--- config.mk ---
export PLATFORM = sky130hd
export DESIGN_NAME = brk_cmp_top
export DESIGN_NICKNAME = d
export VERILOG_FILES = /design/src/rtl/brk_pkg.sv /design/src/rtl/brk_regs.sv /design/src/rtl/brk_lane.sv /design/src/rtl/brk_match.sv /design/src/rtl/brk_cmp_top.sv
export SDC_FILE = /design/constraint.sdc
export NUM_CORES = 1
export LEC_CHECK = 0
export CAP_MARGIN = 15
export CORE_MARGIN = 10
export CORE_UTILIZATION = 51
export CTS_CLUSTER_DIAMETER = 120
export DETAILED_ROUTE_END_ITERATION = 8
export PLACE_DENSITY = 0.81
export SLEW_MARGIN = 20
export SYNTH_ARGS = -nofsm -noshare
export SYNTH_HDL_FRONTEND = slang
export SYNTH_HIERARCHICAL = 1
export SYNTH_SLANG_ARGS = --single-unit
export TNS_END_PERCENT = 1
--- constraint.sdc ---
create_clock -name clk -period 2.6 [get_ports clk]
set_clock_uncertainty 0.15 [all_clocks]
set_input_delay 0.52 -clock clk [delete_from_list [all_inputs] [get_ports clk]]
set_output_delay 0.52 -clock clk [all_outputs]
set_load 0.005 [all_outputs]
--- src/rtl/brk_pkg.sv ---
package brk_pkg;
  typedef enum logic [2:0] {
    SRC_OFF  = 3'd0,
    SRC_IBUS = 3'd1,
    SRC_LBUS = 3'd2,
    SRC_XMEM = 3'd3,
    SRC_YMEM = 3'd4
  } src_e;

  localparam logic [2:0] IDX_BADDR = 3'd0;
  localparam logic [2:0] IDX_AMASK = 3'd1;
  localparam logic [2:0] IDX_BDATA = 3'd2;
  localparam logic [2:0] IDX_DMASK = 3'd3;
  localparam logic [2:0] IDX_CTRL  = 3'd4;
  localparam int CTRL_W = 4;
endpackage

--- src/rtl/brk_regs.sv ---
module brk_regs
  import brk_pkg::*;
#(
  parameter int W = 32
) (
  input  logic              clk,
  input  logic              rst,
  input  logic              we,
  input  logic [2:0]        sel,
  input  logic [W-1:0]      wdata,
  output logic [W-1:0]      rdata,
  output logic [W-1:0]      baddr,
  output logic [W-1:0]      amask,
  output logic [W-1:0]      bdata,
  output logic [W-1:0]      dmask,
  output logic [CTRL_W-1:0] ctrl
);
  always_ff @(posedge clk) begin
    if (rst) begin
      baddr <= '0;
      amask <= '0;
      bdata <= '0;
      dmask <= '0;
      ctrl  <= '0;
    end else if (we) begin
      case (sel)
        IDX_BADDR: baddr <= wdata;
        IDX_AMASK: amask <= wdata;
        IDX_BDATA: bdata <= wdata;
        IDX_DMASK: dmask <= wdata;
        IDX_CTRL:  ctrl  <= wdata[CTRL_W-1:0];
        default: ;
      endcase
    end
  end

  always_ff @(posedge clk) begin
    if (rst) rdata <= '0;
    else begin
      case (sel)
        IDX_BADDR: rdata <= baddr;
        IDX_AMASK: rdata <= amask;
        IDX_BDATA: rdata <= bdata;
        IDX_DMASK: rdata <= dmask;
        IDX_CTRL:  rdata <= {{(W-CTRL_W){1'b0}}, ctrl};
        default:   rdata <= '0;
      endcase
    end
  end

  assert_addr_write_R2: assert property (@(posedge clk) disable iff (rst)
    (we && sel == IDX_BADDR) |=> (baddr == $past(wdata)));
  assert_reset_clear_R1: assert property (@(posedge clk) disable iff (rst)
    $past(rst) |-> (amask == '0 && bdata == '0 && dmask == '0));
endmodule

--- src/rtl/brk_lane.sv ---
module brk_lane
  import brk_pkg::*;
#(
  parameter int W = 32
) (
  input  logic [CTRL_W-1:0] ctrl,
  input  logic [W-1:0]      ibus,
  input  logic [W-1:0]      lbus,
  input  logic [W/2-1:0]    xbus,
  input  logic [W/2-1:0]    ybus,
  input  logic [W-1:0]      dmask,
  output logic              en,
  output logic [W-1:0]      cmp_data,
  output logic [W-1:0]      cmp_mask
);
  localparam int HW = W / 2;
  src_e src;

  always_comb begin
    if (ctrl[2]) src = ctrl[3] ? SRC_YMEM : SRC_XMEM;
    else begin
      case (ctrl[1:0])
        2'b01:   src = SRC_IBUS;
        2'b10:   src = SRC_LBUS;
        default: src = SRC_OFF;
      endcase
    end
  end

  always_comb begin
    en       = (src != SRC_OFF);
    cmp_data = '0;
    cmp_mask = dmask;
    case (src)
      SRC_IBUS: cmp_data = ibus;
      SRC_LBUS: cmp_data = lbus;
      SRC_XMEM: begin
        cmp_data = {xbus, {HW{1'b0}}};
        cmp_mask = dmask | {{HW{1'b0}}, {HW{1'b1}}};
      end
      SRC_YMEM: begin
        cmp_data = {{HW{1'b0}}, ybus};
        cmp_mask = dmask | {{HW{1'b1}}, {HW{1'b0}}};
      end
      default: ;
    endcase
  end
endmodule

--- src/rtl/brk_match.sv ---
module brk_match #(
  parameter int W = 32
) (
  input  logic         clk,
  input  logic         rst,
  input  logic         valid,
  input  logic         en,
  input  logic [W-1:0] acc_addr,
  input  logic [W-1:0] baddr,
  input  logic [W-1:0] amask,
  input  logic [W-1:0] cmp_data,
  input  logic [W-1:0] bdata,
  input  logic [W-1:0] cmp_mask,
  output logic         hit
);
  logic addr_ok, data_ok;

  always_comb begin
    addr_ok = (((acc_addr ^ baddr) & ~amask) == '0);
    data_ok = (((cmp_data ^ bdata) & ~cmp_mask) == '0);
  end

  always_ff @(posedge clk) begin
    if (rst) hit <= 1'b0;
    else     hit <= valid && en && addr_ok && data_ok;
  end

  assert_hit_needs_valid_R11: assert property (@(posedge clk) disable iff (rst)
    hit |-> $past(valid));
  assert_off_is_quiet_R4: assert property (@(posedge clk) disable iff (rst)
    !en |=> !hit);
  assert_full_mask_hits_R3: assert property (@(posedge clk) disable iff (rst)
    (valid && en && (&amask) && (&cmp_mask)) |=> hit);
endmodule

--- src/rtl/brk_cmp_top.sv ---
module brk_cmp_top
  import brk_pkg::*;
#(
  parameter int W = 32
) (
  input  logic           clk,
  input  logic           rst,
  input  logic           reg_we,
  input  logic [2:0]     reg_sel,
  input  logic [W-1:0]   reg_wdata,
  output logic [W-1:0]   reg_rdata,
  input  logic           acc_valid,
  input  logic [W-1:0]   acc_addr,
  input  logic [W-1:0]   ibus_data,
  input  logic [W-1:0]   lbus_data,
  input  logic [W/2-1:0] xbus_data,
  input  logic [W/2-1:0] ybus_data,
  output logic           brk_match
);
  logic [W-1:0]      baddr, amask, bdata, dmask, cmp_data, cmp_mask;
  logic [CTRL_W-1:0] ctrl;
  logic              en;

  brk_regs #(.W(W)) u_regs (
    .clk(clk), .rst(rst), .we(reg_we), .sel(reg_sel), .wdata(reg_wdata),
    .rdata(reg_rdata), .baddr(baddr), .amask(amask), .bdata(bdata),
    .dmask(dmask), .ctrl(ctrl)
  );

  brk_lane #(.W(W)) u_lane (
    .ctrl(ctrl), .ibus(ibus_data), .lbus(lbus_data), .xbus(xbus_data),
    .ybus(ybus_data), .dmask(dmask), .en(en), .cmp_data(cmp_data),
    .cmp_mask(cmp_mask)
  );

  brk_match #(.W(W)) u_match (
    .clk(clk), .rst(rst), .valid(acc_valid), .en(en), .acc_addr(acc_addr),
    .baddr(baddr), .amask(amask), .cmp_data(cmp_data), .bdata(bdata),
    .cmp_mask(cmp_mask), .hit(brk_match)
  );

  assert_pulse_one_clock_R11: assert property (@(posedge clk) disable iff (rst)
    (brk_match && !$past(acc_valid, 1)) |-> 1'b0);
endmodule

==> impl_metrics.tcl <==
set metrics [dict create \
    cap_violations 0 \
    grt_pass1_vias 8112 \
    antenna_found_initial 1 \
    p_leak_nw 4.12 \
    grt_max_degree 135 \
    ys_types 42 \
    syn-cell-area_sq_um 8500 \
    clock_latency_ns 0.44 \
    tns_ns 0 \
    arrival_ns 2.66 \
    io_buffers 199 \
    synth-seq-area-share 0.389 \
    htree_levels 4 \
    routabilityCongestion 0.949 \
    syn_inst 1006 \
    stdcell_count 1423 \
    met3WireLength_mm 3.51 \
    pre_cts_ws_ns -0.0238 \
    worst-path-max-fanout 21 \
    ant_nets 0 \
    synth_fp_nets 1173 \
    die_y_microns 149 \
    async_flop_share 0 \
    numCtsBuffers 17 \
    rsz0062_at_grt "false" \
    nets 1356 \
    status "completed" \
    stdcell_area_sq_um 11300 \
    slew_viol_final 0 \
    yosysWarnings 6 \
    top_layer "met4" \
    tightestPinTransition_ns 0.638 \
    syn_to_final_growth_pct 32.7 \
    grt_pass1_wl_mm 45.4 \
    drt-vias-per-instance 5.87 \
    io_pins 200 \
    power_density_nw_per_um2 524 \
    numClockSinks 165 \
    holdCritPathClass "reg2reg" \
    drt_iter0_drc 1150 \
    drt_pass1_iterations 5 \
    ys.flop_type "dfxtp_1" \
    synth-edff-count 0 \
    criticalPathCategory "reg2reg" \
    grt.total_usage 0.263 \
    vdd.ir_drop.worst_mv 0.497 \
    vias 8347 \
    synth.avg_cell_area_sq_um 8.45 \
    start_util 0.516 \
    die_x_microns 149 \
    cts_root_buffer "clkbuf_16" \
    final_layout_size_suffix_gt1_frac 0.0915 \
    period_minus_slack_ns 2.46 \
    wire_per_inst_microns 21.4 \
    setup_violations 0 \
    fmax_mhz 407 \
    ys_ff_latch 165 \
    dr_wl_met2_mm 14.3 \
    die_area_sq_um 22200 \
    drt_wl_total_mm 30.5 \
    dpl_cell_area_sq_um 10700 \
    fin_crit_sh 0.945 \
    slew_headroom 0.575 \
    worstSetupEndpointType "flop" \
    row_count 47 \
    clk_pin_slew_worst_paths_ns 0.06 \
    grt_overflow 0 \
    cp-start-kind "flop" \
    clockBufferDepth 2 \
    hpwl_mm 21.6 \
    m1WireLength_mm 11.5 \
    finalWorstSetupSlack_ns 0.143 \
    drc_errors 0 \
    cts_tree "built" \
    hold_violations 0 \
    worstPathRequired_ns 2.80 \
    core_area_sq_um 16500 \
    dp.cells 1388 \
]
[kinds of logic after synthesis]
family	count (synthesis)	synth area share
and+or+nand+nor	405	0.234
xor gates and xnor gates	65	0.0688
muxes	62	0.0760
AOI/OAI and AO/OA	228	0.169
buffers and inverters	81	0.0635
DFF	165	0.389
[timing repair]
| action | CTS | global route |
|---|---|---|
| buffers inserted | 0 | 2 |
| setup endpoints to repair | 0 | 1 |
| hold buffers | 0 | 0 |
| resized for setup | 0 | 0 |
[area by class of cell]
cell class                 instances  area (sq um)
clock inverter                     7          68.8
tap                              220           275
antenna                            1          2.50
sequential                       165          3300
multi-input combinational        760          4670
timing repair buffer             245          2440
clock buffer                      25           515
fill                            1299          5180
[power breakdown]
group / total (mW) / switching [mW] / internal (mW)
Clock: 2.50 / 1.03 / 1.47
Sequential: 2.62 / 0.0413 / 2.57
Combinational: 0.798 / 0.375 / 0.423
Total: 5.91 / 1.45 / 4.47
[cells in the final DEF, fill, tap and decap left out, types with 8 or more instances in the layout]
master,Yosys,layout
o22ai_1,52,52
dfxtp_1,165,165
mux2i_1,60,60
nand2_1,258,258
buf_12,0,9
clkbuf_16,0,17
nor2_1,19,19
and2_1,26,26
a221o_2,19,19
and3b_1,16,16
a21oi_1,133,133
and3_1,16,16
xnor2_1,63,63
a221o_1,13,13
nand3b_1,8,8
nand2b_1,36,36
clkdlybuf4s50_1,0,197
buf_4,7,39
[sequential cells by signal (all words and copies together) (netlist names)]
name / flops
u_regs/baddr: 32
u_regs/dmask: 32
u_regs/bdata: 32
u_regs/amask: 32
u_match/hit: 1
u_regs/ctrl: 4
u_regs/rdata: 32
[path summary, 6_finish.rpt]
kind	from	slack, ns	depth (start not counted)	end
worst max-delay path	u_regs/ctrl[2]$_SDFFE_PP0P_	0.14	9	u_match/hit$_SDFF_PP0_
worst min-delay path	u_regs/dmask[30]$_SDFFE_PP0P_	0.32	2	u_regs/dmask[30]$_SDFFE_PP0P_
worst max register to register	u_regs/ctrl[2]$_SDFFE_PP0P_	0.14	9	u_match/hit$_SDFF_PP0_
worst min register to register	u_regs/dmask[30]$_SDFFE_PP0P_	0.32	2	u_regs/dmask[30]$_SDFFE_PP0P_
[synth_stat cells, types with 19 or more instances]
| master | n | area (sq um) |
|---|---|---|
| nand2_1 | 258 | 968 |
| dfxtp_1 | 165 | 3300 |
| a21oi_1 | 133 | 666 |
| xnor2_1 | 63 | 552 |
| mux2i_1 | 60 | 601 |
| o22ai_1 | 52 | 325 |
| nand2b_1 | 36 | 225 |
| clkbuf_1 | 29 | 109 |
| and2_1 | 26 | 163 |
| buf_6 | 24 | 270 |
| a221o_2 | 19 | 214 |
| nor2_1 | 19 | 71.3 |
[per-layer routing]
metal	vias to the layer above	track usage
met1	3903	0.311
met2	523	0.428
met5	-	0
li1	3838	-
met3	83	0.0831
met4	0	0.119
[stage by stage]
| stage | utilization | hold slack [ns] | total power [mW] |
|---|---|---|---|
| after floorplan | - | 0.291 | 3.02 |
| after global placement | 0.649 | 0.298 | 3.44 |
| after detailed placement | 0.649 | 0.308 | 3.45 |
| after CTS | 0.684 | 0.316 | 5.90 |
| after global routing | 0.685 | 0.339 | 6.07 |
| final | 0.685 | 0.315 | 5.91 |
[critical path, stage by stage (launching register included)]
cell	delay [ns]
dfxtp_1	0.38
buf_4	0.25
and3b_1	0.19
a221o_2	0.34
xnor2_1	0.32
o22a_1	0.20
o221ai_2	0.09
nor3_2	0.17
nand4_1	0.13
nor4_2	0.15
(Power assumes the default switching activity.)
